==> config.mk <==
export PLATFORM = sky130hd
export DESIGN_NAME = alu16_flags
export DESIGN_NICKNAME = d
export VERILOG_FILES = /design/src/rtl/alu16_pkg.sv /design/src/rtl/alu16_addsub.sv /design/src/rtl/alu16_logic.sv /design/src/rtl/alu16_flag_reg.sv /design/src/rtl/alu16_flags.sv
export SDC_FILE = /design/constraint.sdc
export NUM_CORES = 1
export LEC_CHECK = 0
export ABC_AREA = 1
export BUFFER_PORTS_ARGS = -buffer_cell sky130_fd_sc_hd__buf_2
export CAP_MARGIN = 20
export CORE_MARGIN = 2
export CORE_UTILIZATION = 57
export DETAILED_ROUTE_END_ITERATION = 6
export PLACE_DENSITY_LB_ADDON = 0.15
export SETUP_SLACK_MARGIN = 0.2
export SLEW_MARGIN = 10
export SYNTH_ARGS = -nofsm -noshare
export SYNTH_HDL_FRONTEND = slang
export SYNTH_HIERARCHICAL = 1
export SYNTH_SLANG_ARGS = --single-unit
==> constraint.sdc <==
create_clock -name clk_i -period 3.9 [get_ports clk_i]
set_input_delay 0.39 -clock clk_i [delete_from_list [all_inputs] [get_ports clk_i]]
set_output_delay 0.39 -clock clk_i [all_outputs]
set_load 0.02 [all_outputs]
==> src/rtl/alu16_pkg.sv <==
package alu16_pkg;
  typedef enum logic [3:0] {
    OP_ADD  = 4'd0,
    OP_ADC  = 4'd1,
    OP_SUB  = 4'd2,
    OP_SBB  = 4'd3,
    OP_INC  = 4'd4,
    OP_DEC  = 4'd5,
    OP_AND  = 4'd6,
    OP_OR   = 4'd7,
    OP_XOR  = 4'd8,
    OP_PASS = 4'd9
  } alu_op_e;

  localparam int FB_CF = 0;
  localparam int FB_PF = 2;
  localparam int FB_AF = 4;
  localparam int FB_ZF = 6;
  localparam int FB_SF = 7;
  localparam int FB_TF = 8;
  localparam int FB_IF = 9;
  localparam int FB_DF = 10;
  localparam int FB_OF = 11;

  typedef struct packed {
    logic of;
    logic sf;
    logic zf;
    logic af;
    logic pf;
    logic cf;
  } stat_t;
endpackage

==> src/rtl/alu16_addsub.sv <==
module alu16_addsub #(
  parameter int DW = 16
) (
  input  logic [DW-1:0] a_i,
  input  logic [DW-1:0] b_i,
  input  logic          sub_i,
  input  logic          cin_i,   // carry-in, or borrow-in when sub_i
  input  logic          word_i,
  output logic [DW-1:0] sum_o,
  output logic          cf_o,
  output logic          af_o,
  output logic          of_o
);
  localparam int HW = DW / 2;

  logic [DW-1:0] b_eff;
  logic          c0;
  logic [DW:0]   full;
  logic [HW:0]   half;
  logic [4:0]    nib;
  logic          cout, sa, sb, ss;

  always_comb begin
    b_eff = sub_i ? ~b_i : b_i;
    c0    = sub_i ? ~cin_i : cin_i;
    full  = {1'b0, a_i} + {1'b0, b_eff} + {{DW{1'b0}}, c0};
    half  = {1'b0, a_i[HW-1:0]} + {1'b0, b_eff[HW-1:0]} + {{HW{1'b0}}, c0};
    nib   = {1'b0, a_i[3:0]} + {1'b0, b_eff[3:0]} + {4'b0, c0};
    if (word_i) begin
      sum_o = full[DW-1:0];
      cout  = full[DW];
      sa    = a_i[DW-1];
      sb    = b_eff[DW-1];
      ss    = full[DW-1];
    end else begin
      sum_o = {{(DW-HW){1'b0}}, half[HW-1:0]};
      cout  = half[HW];
      sa    = a_i[HW-1];
      sb    = b_eff[HW-1];
      ss    = half[HW-1];
    end
    // subtraction: carry out of the inverted add means no borrow
    cf_o = cout ^ sub_i;
    af_o = nib[4] ^ sub_i;
    of_o = (sa == sb) && (ss != sa);
  end
endmodule

==> src/rtl/alu16_logic.sv <==
module alu16_logic #(
  parameter int DW = 16
) (
  input  logic [DW-1:0]     a_i,
  input  logic [DW-1:0]     b_i,
  input  alu16_pkg::alu_op_e op_i,
  input  logic              word_i,
  output logic [DW-1:0]     res_o
);
  import alu16_pkg::*;
  localparam int HW = DW / 2;

  logic [DW-1:0] raw;
  logic [DW-1:0] size_mask;

  always_comb begin
    unique case (op_i)
      OP_AND:  raw = a_i & b_i;
      OP_OR:   raw = a_i | b_i;
      OP_XOR:  raw = a_i ^ b_i;
      default: raw = b_i;
    endcase
    size_mask = word_i ? {DW{1'b1}} : {{(DW-HW){1'b0}}, {HW{1'b1}}};
    res_o     = raw & size_mask;
  end
endmodule

==> src/rtl/alu16_flag_reg.sv <==
module alu16_flag_reg (
  input  logic             clk_i,
  input  logic             rst_ni,
  input  logic             we_i,
  input  alu16_pkg::stat_t stat_i,
  input  logic             ctl_we_i,
  input  logic [2:0]       ctl_i,
  output alu16_pkg::stat_t stat_o,
  output logic [15:0]      flags_o
);
  import alu16_pkg::*;

  stat_t      stat_q;
  logic [2:0] ctl_q;

  always_ff @(posedge clk_i or negedge rst_ni) begin
    if (!rst_ni) begin
      stat_q <= '0;
      ctl_q  <= '0;
    end else begin
      if (we_i)     stat_q <= stat_i;
      if (ctl_we_i) ctl_q  <= ctl_i;
    end
  end

  always_comb begin
    flags_o        = '0;
    flags_o[FB_CF] = stat_q.cf;
    flags_o[FB_PF] = stat_q.pf;
    flags_o[FB_AF] = stat_q.af;
    flags_o[FB_ZF] = stat_q.zf;
    flags_o[FB_SF] = stat_q.sf;
    flags_o[FB_TF] = ctl_q[0];
    flags_o[FB_IF] = ctl_q[1];
    flags_o[FB_DF] = ctl_q[2];
    flags_o[FB_OF] = stat_q.of;
  end

  assign stat_o = stat_q;

  assert_hold_R10: assert property (@(posedge clk_i) disable iff (!rst_ni)
    (!we_i && !ctl_we_i) |=> $stable(flags_o));

  assert_ctl_load_R11: assert property (@(posedge clk_i) disable iff (!rst_ni)
    ctl_we_i |=> (flags_o[FB_DF:FB_TF] == $past(ctl_i)));

  assert_ctl_keep_R11: assert property (@(posedge clk_i) disable iff (!rst_ni)
    (we_i && !ctl_we_i) |=> $stable(flags_o[FB_DF:FB_TF]));
endmodule

==> src/rtl/alu16_flags.sv <==
module alu16_flags #(
  parameter int DW = 16
) (
  input  logic          clk_i,
  input  logic          rst_ni,
  input  logic [DW-1:0] opa_i,
  input  logic [DW-1:0] opb_i,
  input  logic [3:0]    op_i,
  input  logic          word_i,
  input  logic          flag_we_i,
  input  logic          ctl_we_i,
  input  logic [2:0]    ctl_i,
  output logic [DW-1:0] res_o,
  output logic [15:0]   flags_o
);
  import alu16_pkg::*;
  localparam int HW = DW / 2;

  alu_op_e       op;
  stat_t         stat_q, stat_n;
  logic          is_arith, is_logic, keep_cf;
  logic          sub, cin;
  logic [DW-1:0] b_arith, sum, lres;
  logic          a_cf, a_af, a_of;

  always_comb begin
    op       = alu_op_e'(op_i);
    is_arith = 1'b1;
    is_logic = 1'b0;
    keep_cf  = 1'b0;
    sub      = 1'b0;
    cin      = 1'b0;
    b_arith  = opb_i;
    unique case (op)
      OP_ADD: ;
      OP_ADC: cin = stat_q.cf;
      OP_SUB: sub = 1'b1;
      OP_SBB: begin sub = 1'b1; cin = stat_q.cf; end
      OP_INC: begin b_arith = '0; cin = 1'b1; keep_cf = 1'b1; end
      OP_DEC: begin b_arith = {{(DW-1){1'b0}}, 1'b1}; sub = 1'b1; keep_cf = 1'b1; end
      OP_AND, OP_OR, OP_XOR: begin is_arith = 1'b0; is_logic = 1'b1; end
      default: is_arith = 1'b0;
    endcase
  end

  alu16_addsub #(.DW(DW)) u_addsub (
    .a_i    (opa_i),
    .b_i    (b_arith),
    .sub_i  (sub),
    .cin_i  (cin),
    .word_i (word_i),
    .sum_o  (sum),
    .cf_o   (a_cf),
    .af_o   (a_af),
    .of_o   (a_of)
  );

  alu16_logic #(.DW(DW)) u_logic (
    .a_i    (opa_i),
    .b_i    (opb_i),
    .op_i   (op),
    .word_i (word_i),
    .res_o  (lres)
  );

  always_comb begin
    res_o  = is_arith ? sum : lres;
    stat_n = stat_q;
    if (is_arith) begin
      if (!keep_cf) stat_n.cf = a_cf;
      stat_n.af = a_af;
      stat_n.of = a_of;
    end else if (is_logic) begin
      stat_n.cf = 1'b0;
      stat_n.of = 1'b0;
    end
    if (is_arith || is_logic) begin
      stat_n.zf = (res_o == '0);
      stat_n.sf = word_i ? res_o[DW-1] : res_o[HW-1];
      stat_n.pf = ~^res_o[7:0];
    end
  end

  alu16_flag_reg u_flag_reg (
    .clk_i    (clk_i),
    .rst_ni   (rst_ni),
    .we_i     (flag_we_i),
    .stat_i   (stat_n),
    .ctl_we_i (ctl_we_i),
    .ctl_i    (ctl_i),
    .stat_o   (stat_q),
    .flags_o  (flags_o)
  );

  assert_incdec_keep_cf_R2: assert property (@(posedge clk_i) disable iff (!rst_ni)
    (flag_we_i && (op_i == 4'd4 || op_i == 4'd5)) |=> (flags_o[FB_CF] == $past(flags_o[FB_CF])));

  assert_logic_clear_R3: assert property (@(posedge clk_i) disable iff (!rst_ni)
    (flag_we_i && op_i >= 4'd6 && op_i <= 4'd8) |=> (!flags_o[FB_CF] && !flags_o[FB_OF]));

  assert_logic_keep_af_R3: assert property (@(posedge clk_i) disable iff (!rst_ni)
    (flag_we_i && op_i >= 4'd6 && op_i <= 4'd8) |=> $stable(flags_o[FB_AF]));

  assert_byte_upper_R4: assert property (@(posedge clk_i) disable iff (!rst_ni)
    !word_i |-> (res_o[DW-1:HW] == '0));

  assert_zero_flag_R8: assert property (@(posedge clk_i) disable iff (!rst_ni)
    (flag_we_i && op_i <= 4'd8) |=> (flags_o[FB_ZF] == ($past(res_o) == '0)));

  assert_pass_hold_R10: assert property (@(posedge clk_i) disable iff (!rst_ni)
    (op_i >= 4'd9 && !ctl_we_i) |=> $stable(flags_o));
endmodule

-- Word-level counts from Yosys, hierarchy flattened
Cells that the tools add are included.
Widths: inputs -> output; s select.
- flip-flop bits (word level): 9
- output and inout bits: 32
- input bits: 44
- word-level logic and storage cells: 68
- multiplexer cells: 21
- bitwise logic cells: 8
- reduce and logical (&&, ||, !) cells: 15
- equality and inequality tests: 11
- add/subtract/negate cells: 6
- operators by type and width (kind ; number):
    $mux 16 ; 4
    $pmux 16 s3 ; 1
    $and 16x16->16 ; 2
    $pmux 16 s2 ; 1
    $add 16x16->17 ; 1
    $add 17x1->17 ; 1
    $eq 4x3->1 const B ; 4
    $logic_not 16->1 ; 1
    $not 16->16 ; 1
    $or 16x16->16 ; 1
    $xor 16x16->16 ; 1
    $mux 1 ; 14
    $add 8x8->9 ; 1
    $add 9x1->9 ; 1
    $eq 4x2->1 const B ; 2
    $reduce_xnor 8->1 ; 1
    $reduce_and 2->1 ; 3
    $reduce_or 3->1 ; 2
    $reduce_or 6->1 ; 1
    $add 4x4->5 ; 1
    $add 5x1->5 ; 1
    $eq 4x1->1 const B ; 1
    $eq 4x4->1 const B ; 1
    $logic_not 4->1 ; 1
    11 further kinds ; 13

-- Logic depth before layout (Yosys ltp)
Gate-level depths: netlist of run 1.
- word-level depth: 10
- depth in mapped cells: 25

-- Hierarchy
Netlist of run 1, hierarchy kept.
- by module, submodules not included (module ; cells each ; instances ; area each (sq um)):
    alu16_logic ; 188 ; 1 ; 1183.6
    alu16_addsub ; 196 ; 1 ; 1171.1
    alu16_flags ; 149 ; 1 ; 724.4
    alu16_flag_reg ; 52 ; 1 ; 435.4

-- Worst setup path before layout of run 1
OpenSTA, ideal clock, no wires.
- path kind: input -> register
- start: in op_i[2]
- end: reg, netlist name u_flag_reg/flags_o[2]
- stages: 20
- data arrival time: 3852 ps
- setup slack: -69 ps
- library setup time: 117 ps
- buffers on the path: 2
- cell sequence: inv_1 > nand2_1 > o21ai_0 > buf_4 > buf_2 > xor2_1 > fa_1 > fa_1 > nand3_1 > nand2_2 > a21oi_2 > xnor2_1 > or2_2 > o21ai_0 > ha_1 > xor2_1 > xnor2_1 > o21ai_0 > nand2_1 > nand2_1
- longest elaborated chain between the ends: 9
- elaborated cells between the ends (all ways): 33
- classes of those cells: add/sub (4); eq/ne (8); mux (10); bitwise (3); reduce/logical (8)
- RTL lines (element ; line ; source):
    start, declared ; alu16_flags.sv:8 ; input logic [3:0] op_i,
    $eq 4x3->1 or $eq 4x2->1 (tied branches) ; alu16_flags.sv:34 ; unique case (op)
    $reduce_or 3->1 (no source line) (*) ; -- ;
    $mux 1 (*) ; alu16_flags.sv:34 ;
    via sub ; alu16_flags.sv:22 ; logic sub, cin;
    $mux 16 ; alu16_addsub.sv:24 ; b_eff = sub_i ? ~b_i : b_i;
    $add 16x16->17 or $add 8x8->9 (tied branches) ; alu16_addsub.sv:26, alu16_addsub.sv:27 ;
    $add 17x1->17 or $add 9x1->9 (tied branches) ; alu16_addsub.sv:26, alu16_addsub.sv:27 ;
    $mux 16 (*) ; alu16_addsub.sv:29 ; if (word_i) begin
    via sum[6] ; alu16_flags.sv:23 ; logic [DW-1:0] b_arith, sum, lres;
    $mux 16 (*) ; alu16_flags.sv:67 ; res_o = is_arith ? sum : lres;
    $reduce_xnor 8->1 (*) ; alu16_flags.sv:80 ; stat_n.pf = ~^res_o[7:0];
The timed path passes the listed nets; every way through them passes the cells marked *.
A chain may end at the register's enable or synchronous reset.

-- Worst setup path in the final report of run 1
- start: in op_i[1]
- end: out res_o[14]
- longest elaborated chain between the ends: 8
- elaborated cells between the ends (all ways): 26
- classes of those cells: add/sub (2); eq/ne (8); mux (9); bitwise (3); reduce/logical (4)
- RTL lines (element ; line ; source):
    $eq 4x3->1 ; alu16_flags.sv:34 ;
    $pmux 16 s2 (*) ; alu16_flags.sv:34 ;
    via b_arith[0] ; alu16_flags.sv:23 ;
    $not 16->16 ; alu16_addsub.sv:24 ;
    $mux 16 (*) ; alu16_addsub.sv:24 ;
    $add 16x16->17 (*) ; alu16_addsub.sv:26 ; full = {1'b0, a_i} + {1'b0, b_eff} + {{DW{1'b0}}, c0};
    $add 17x1->17 (*) ; alu16_addsub.sv:26 ;
    $mux 16 (*) ; alu16_addsub.sv:29 ;
    via sum[14] ; alu16_flags.sv:23 ;
    $mux 16 (*) ; alu16_flags.sv:67 ;
    end, declared ; alu16_flags.sv:13 ; output logic [DW-1:0] res_o,
Marks and branches as above.

==> flow_summary.ini, run 1 <==
[run_status]
status = completed

[die]
die_span_x_um = 82.53
start_util_pct = 59.01
dieArea_um2 = 6810
core_footprint_um2 = 5956
standard_cell_row_count = 28
number_of_placed_i_o_pins = 76
die_h_um = 82.53

[synth]
predominant_post_synthesis_flop_cell = dfrtp_1
yosysUniqueCellTypes = 40
synthesis.yosys.warnings = 6
synth-seq-area-share_pct = 6.408
ys_seq_elements = 9
synth_enable_flop_cells = 0
synth.cell_area_um2 = 3515
async_flop_share_pct = 100.0
synthesis.instances = 585
syn_area_per_cell_um2 = 6.008

[worst_setup_path]
slowest_delay_ns = 0.39
crit_arrival_ns = 3.11
startpoint_type = input pin
critical_path.n_buffers_inverters = 6
cp.required_ns = 3.51
critical_path_type = in -> out
crit_path_top_delay_cell = fa_2
endpoint_kind = output pin
crit_path_max_fo = 4
cp_top_delay_family = simple AND/OR/NAND/NOR gates
cp_cell_sequence = buf_2 > inv_1 > nand2_2 > o21ai_0 > nand2_1 > xor2_1 > fa_2 > fa_2 > nand3_1 > nand2_2 > a21oi_4 > buf_4 > nand2b_1 > a21oi_1 > nor2_1 > inv_1 > nand2_1 > nand2_1 > inv_1 > buf_2

[drt]
detailroute.via_count = 3796
routed_wirelength_um = 9927
pre_repair_dr_iteration_count = 5
routed_via_density = 5.265
average_routed_wire_per_standard_cell_um = 13.77
postRouteAntennaNets = 0
drt-initial-drc-count = 239
drc_errors = 0

[clock_network]
tritoncts = yes
clk_transition_reported_paths_ns = 0.05
cts_buffers = 3
cts-htree-levels = 1
clockRootBuffer = clkbuf_8
clk_path_buf_depth = 2
cts_num_sinks = 9
worst_skew_pair.late_latency_ns = 0.23

[timing]
fin_crit_ns = 3.501
report.final.hold_viol_count = 0
post-route-period-util_pct = 89.76
report.final.setup_viol = 0
tightest_slew_ns = 0.6345
clock.fmax_mhz = 285.7
worst_clock_skew_ns = 0.005593
report.final.slew_viol_count = 0
setup_total_negative_slack_ns = 0
fin_worst_hold_slack_ns = 0.001903
grt_setup_unrepaired = no
max_slew_margin_pct = 57.70

[grt]
antenna_found_initial = 0
globalRouteTotalUtil_pct = 28.66
grt_start_max_net_pins = 33
globalRoute.totalOverflow = 0
grt_pass1_vias = 3311
grt_use_met2_pct = 47.58
busiest_metal_layer_after_global_routing = met2
grt.met1_usage_pct = 42.08
gr-usage-met3_pct = 1.522
global_route_wire_length_before_repair_um = 15370

[power_and_ir_drop]
static-leakage-power_nw = 2.397
power_per_standard_cell_area_nw_per_um2 = 241.0
irDropWorstVdd_mv = 0.2962

[finish]
combined_area_of_the_multi_input_logic_cells_um2 = 2718
final_net_count = 744
most-common-layout-cells = nand2_1 (111), inv_1 (106), nand3_1 (76), buf_2 (68), nor2_1 (61)
fin_area_um2 = 3944
number_of_standard_cells_in_the_layout_taps_in_and_fillers_out = 721
seq_area_um2 = 225.2
diodes_inserted = 0
leading_cell_type_in_the_layout_fill_and_taps_excluded = nand2_1
filler_cell_count = 574
syn_to_final_growth_pct = 12.21
drive_above_1_share_pct = 21.05

[place]
routabilityCongestion = 0.9455
placed_area_um2 = 3839
dpl.cell_count = 716
place_hpwl_um = 7908
io_buf_count = 68

[min_path]
hold_path_class = in -> async

[run]
max-cap-violations = 0
what timing repair did:
item | in CTS | in global routing
hold buffers | 0 | 0
resized for setup | 0 | 12
buffers inserted | 0 | 1
setup endpoints to repair | 0 | 8
cells by family (layout without fill, tap and decap cells):
family | Yosys count | after routing | share of synthesized area (%)
other | 1 | 7 | 0.1067
XOR/XNOR | 28 | 28 | 7.191
buffers and inverters | 144 | 199 | 18.48
AND/OR/NAND/NOR | 306 | 306 | 41.05
AO/OA/AOI/OAI | 44 | 44 | 7.476
adder cells (fa/ha/maj) | 53 | 53 | 19.30
flip-flops | 9 | 9 | 6.408
state kept, by name, summed over array words and instances (netlist names):
signal and cells:
u_flag_reg/ctl_q 3, u_flag_reg/flags_o 6
synthesized netlist by cell type (9+ instances only):
master	number	share of area [%]
nand2_1	112	12
inv_1	107	11
nand3_1	76	11
nor2_1	61	6.5
ha_1	51	18
xor2_1	23	5.7
buf_4	17	3.6
a21oi_1	16	2.3
nand3b_1	12	2.6
nand2_2	11	2.0
o21ai_0	10	1.4
dfrtp_1	9	6.4
inv_2	9	0.96
nand4_1	9	1.6
per-layer routing:
metal  up-vias  share of wire [%]
li1       1933                  -
met1      1690                 47
met2       163                 45
met3        10                7.8
met4         0               0.63
met5         -                  0
final timing paths:
path,startpoint,end,slack [ns],depth (start not counted)
setup / recovery,op_i[1],res_o[14],0.40,20
hold / removal,rst_ni,u_flag_reg/flags_o[7]$_DFFE_PN0P_,0.002,1
setup reg to reg,u_flag_reg/flags_o[0]$_DFFE_PN0P_,u_flag_reg/flags_o[2]$_DFFE_PN0P_,0.51,16
hold reg to reg,u_flag_reg/ctl_q[1]$_DFFE_PN0P_,u_flag_reg/ctl_q[1]$_DFFE_PN0P_,0.47,2
max in group asynchronous,rst_ni,u_flag_reg/flags_o[2]$_DFFE_PN0P_,3.72,1
min in group clk_i,ctl_i[2],u_flag_reg/ctl_q[2]$_DFFE_PN0P_,0.37,3
layout make-up:
| cell class | instances | share of cell area [%] |
|---|---|---|
| sequential | 9 | 5.711 |
| tap | 75 | 2.379 |
| clock buffer | 4 | 1.142 |
| multi-input combinational | 438 | 68.91 |
| timing repair buffer | 79 | 10.82 |
| inverter | 116 | 11.04 |
power by group:
| group | leakage, nW | switching [W] | total [W] | internal, W |
|---|---|---|---|---|
| logic | 2.26 | 0.000460 | 0.000726 | 0.000267 |
| registers | 0.116 | 0.0000115 | 0.000120 | 0.000108 |
| clock network | 0.0228 | 0.0000334 | 0.000104 | 0.0000709 |
| total | 2.40 | 0.000505 | 0.000951 | 0.000446 |
through the flow:
step	power, W	utilization (%)	setup slack, ns
after floorplan	0.0006552	-	0.2090
after global placement	0.0008160	64.45	0.1960
after detailed placement	0.0008265	64.45	0.1152
after CTS	0.0009388	65.21	0.2601
after global routing	0.001045	66.22	0.1924
final	0.0009506	66.22	0.3992
Power figures use the tool's default switching activity.
==> run 2: changes to the inputs <==
RECOVER_POWER = 50   (was default)
==> flow_summary.ini, run 2 (same netlist as run 1, synthesis figures left out) <==
[run_status]
status = completed

[worst_setup_path]
critical_path.endpoint = res_o[14]
crit_path_top_delay_cell = fa_2
critical_path_type = in -> out
regToRegEndpoint = u_flag_reg/flags_o[2]$_DFFE_PN0P_
cp_top_delay_family = simple AND/OR/NAND/NOR gates
startpoint_type = input pin
critical_path.reg2reg.startpoint = u_flag_reg/flags_o[0]$_DFFE_PN0P_
regToRegSetupSlack_ns = 0.51
crit_path_max_fo = 4
endpoint_kind = output pin
cp.depth = 20
cp.required_ns = 3.51
crit_arrival_ns = 3.10
crit_start = op_i[1]
slowest_delay_ns = 0.39
worst_reg_to_reg_cells = 16
critical_path.n_buffers_inverters = 6
cp_cell_sequence = buf_2 > inv_1 > nand2_2 > o21ai_0 > nand2_1 > xor2_1 > fa_2 > fa_2 > nand3_1 > nand2_2 > a21oi_4 > buf_4 > nand2b_1 > a21oi_1 > nor2_1 > inv_1 > nand2_1 > nand2_1 > inv_1 > buf_2

[finish]
leading_cell_type_in_the_layout_fill_and_taps_excluded = nand2_1
final_net_count = 744
most-common-layout-cells = nand2_1 (111), inv_1 (106), nand3_1 (76), nor2_1 (61), buf_2 (58)
drive_above_1_share_pct = 19.50
diodes_inserted = 0
largest_reg_flops = 6
syn_to_final_growth_pct = 11.85

[clock_network]
cts_num_sinks = 9
clockRootBuffer = clkbuf_8
worst_skew_pair.late_latency_ns = 0.23
clk_transition_reported_paths_ns = 0.05
clk_path_buf_depth = 2
tritoncts = yes
cts_buffers = 3
cts-htree-levels = 1

[die]
start_util_pct = 59.01
core_footprint_um2 = 5956
number_of_placed_i_o_pins = 76
standard_cell_row_count = 28
die_h_um = 82.53
die_span_x_um = 82.53
dieArea_um2 = 6810

[grt]
globalRouteTotalUtil_pct = 28.66
global_route_wire_length_before_repair_um = 15370
grt_start_max_net_pins = 33
globalRoute.totalOverflow = 0
antenna_found_initial = 0
grt_pass1_vias = 3311

[drt]
routed_wirelength_um = 9946
detailroute.via_count = 3793
routed_via_density = 5.261
pre_repair_dr_iteration_count = 5
postRouteAntennaNets = 0
drc_errors = 0
drt-initial-drc-count = 240
average_routed_wire_per_standard_cell_um = 13.79

[place]
place_hpwl_um = 7908
routabilityCongestion = 0.9455
io_buf_count = 68
preCtsSetupSlack_ns = 0.1152

[timing]
grt_setup_unrepaired = no
fin_crit_ns = 3.492
setup_total_negative_slack_ns = 0
worst_clock_skew_ns = 0.005230
report.final.hold_viol_count = 0
max_slew_margin_pct = 57.66
clock.fmax_mhz = 286.3
post-route-period-util_pct = 89.55
fin_ws_ns = 0.4077
tightest_slew_ns = 0.6351
report.final.setup_viol = 0
report.final.slew_viol_count = 0

[run]
max-cap-violations = 0

[power_and_ir_drop]
power_per_standard_cell_area_nw_per_um2 = 241.0
static-leakage-power_nw = 2.362
irDropWorstVdd_mv = 0.2857

[min_path]
hold_path_class = in -> async
==> run 2: cell count changes in the layout (fill, tap and decap cells not counted), sizes merged <==
cell,previous run,this run
buf,79,69
clkbuf,4,14
==> run 2: stage by stage <==
step	cells	power, W	utilization, %	area, µm²	hold WS (ns)
floorplan	591	0.0006552	-	3553	0.09441
global placement	716	0.0008160	64.45	3839	0.2456
detailed placement	716	0.0008265	64.45	3839	0.2475
CTS	720	0.0009388	65.21	3884	0.001779
global route	721	0.001041	66.01	3931	0.1392
finish	721	0.0009474	66.01	3931	0.08426
==> run 2: cell type report <==
type	count	area, µm²
Fill cell	576	2024
Clock buffer	4	45.04
Inverter	116	435.4
Timing Repair Buffer	79	414.1
Sequential cell	9	225.2
Tap cell	75	93.84
Multi-Input combinational cell	438	2718
==> run 2: per-layer routing <==
layer / global-route usage (%) / part of all wire [%] / up-vias
met3: 1.522 / 7.2 / 10
met2: 47.58 / 45 / 152
met4: 3.279 / 0.63 / 0
met5: 0 / 0 / -
li1: - / - / 1931
met1: 42.08 / 47 / 1700
==> run 2: what timing repair did <==
item                       in CTS  in global routing
setup endpoints to repair       0                  8
hold buffers                    0                  0
buffers inserted                0                  1
resized for setup               0                 12
==> run 2: worst reg2reg max path: stages, from the launching register on <==
cell	delay (ns)
dfrtp_1	0.43
a32o_1	0.29
xor2_1	0.16
fa_2	0.37
fa_2	0.36
nand3_1	0.11
nand2_2	0.12
a21oi_4	0.16
xnor2_1	0.07
or2_2	0.28
o21ai_0	0.11
ha_1	0.28
xor2_1	0.17
xnor2_1	0.12
o21ai_0	0.16
nand2_1	0.07
nand2_1	0.07
==> run 2: power by group <==
| part | leakage, nW | switching [W] | internal (W) |
|---|---|---|---|
| Sequential | 0.116 | 0.0000118 | 0.000108 |
| Clock | 0.0228 | 0.0000332 | 0.0000709 |
| Combinational | 2.22 | 0.000461 | 0.000263 |
==> run 2: worst min path at each step <==
| stage | from | endpoint | slack (ns) | cells past startpoint |
|---|---|---|---|---|
| 2_1_floorplan | rst_ni | u_flag_reg/ctl_q[0]$_DFFE_PN0P_ | 0.09 | 0 |
| 3_3_place_gp | rst_ni | u_flag_reg/ctl_q[1]$_DFFE_PN0P_ | 0.25 | 1 |
| 3_5_place_dp | rst_ni | u_flag_reg/flags_o[7]$_DFFE_PN0P_ | 0.25 | 1 |
| 4_1_cts | rst_ni | u_flag_reg/flags_o[7]$_DFFE_PN0P_ | 0.002 | 1 |
| 5_1_grt | rst_ni | u_flag_reg/flags_o[7]$_DFFE_PN0P_ | 0.14 | 1 |
| 6_report | rst_ni | u_flag_reg/flags_o[7]$_DFFE_PN0P_ | 0.08 | 1 |
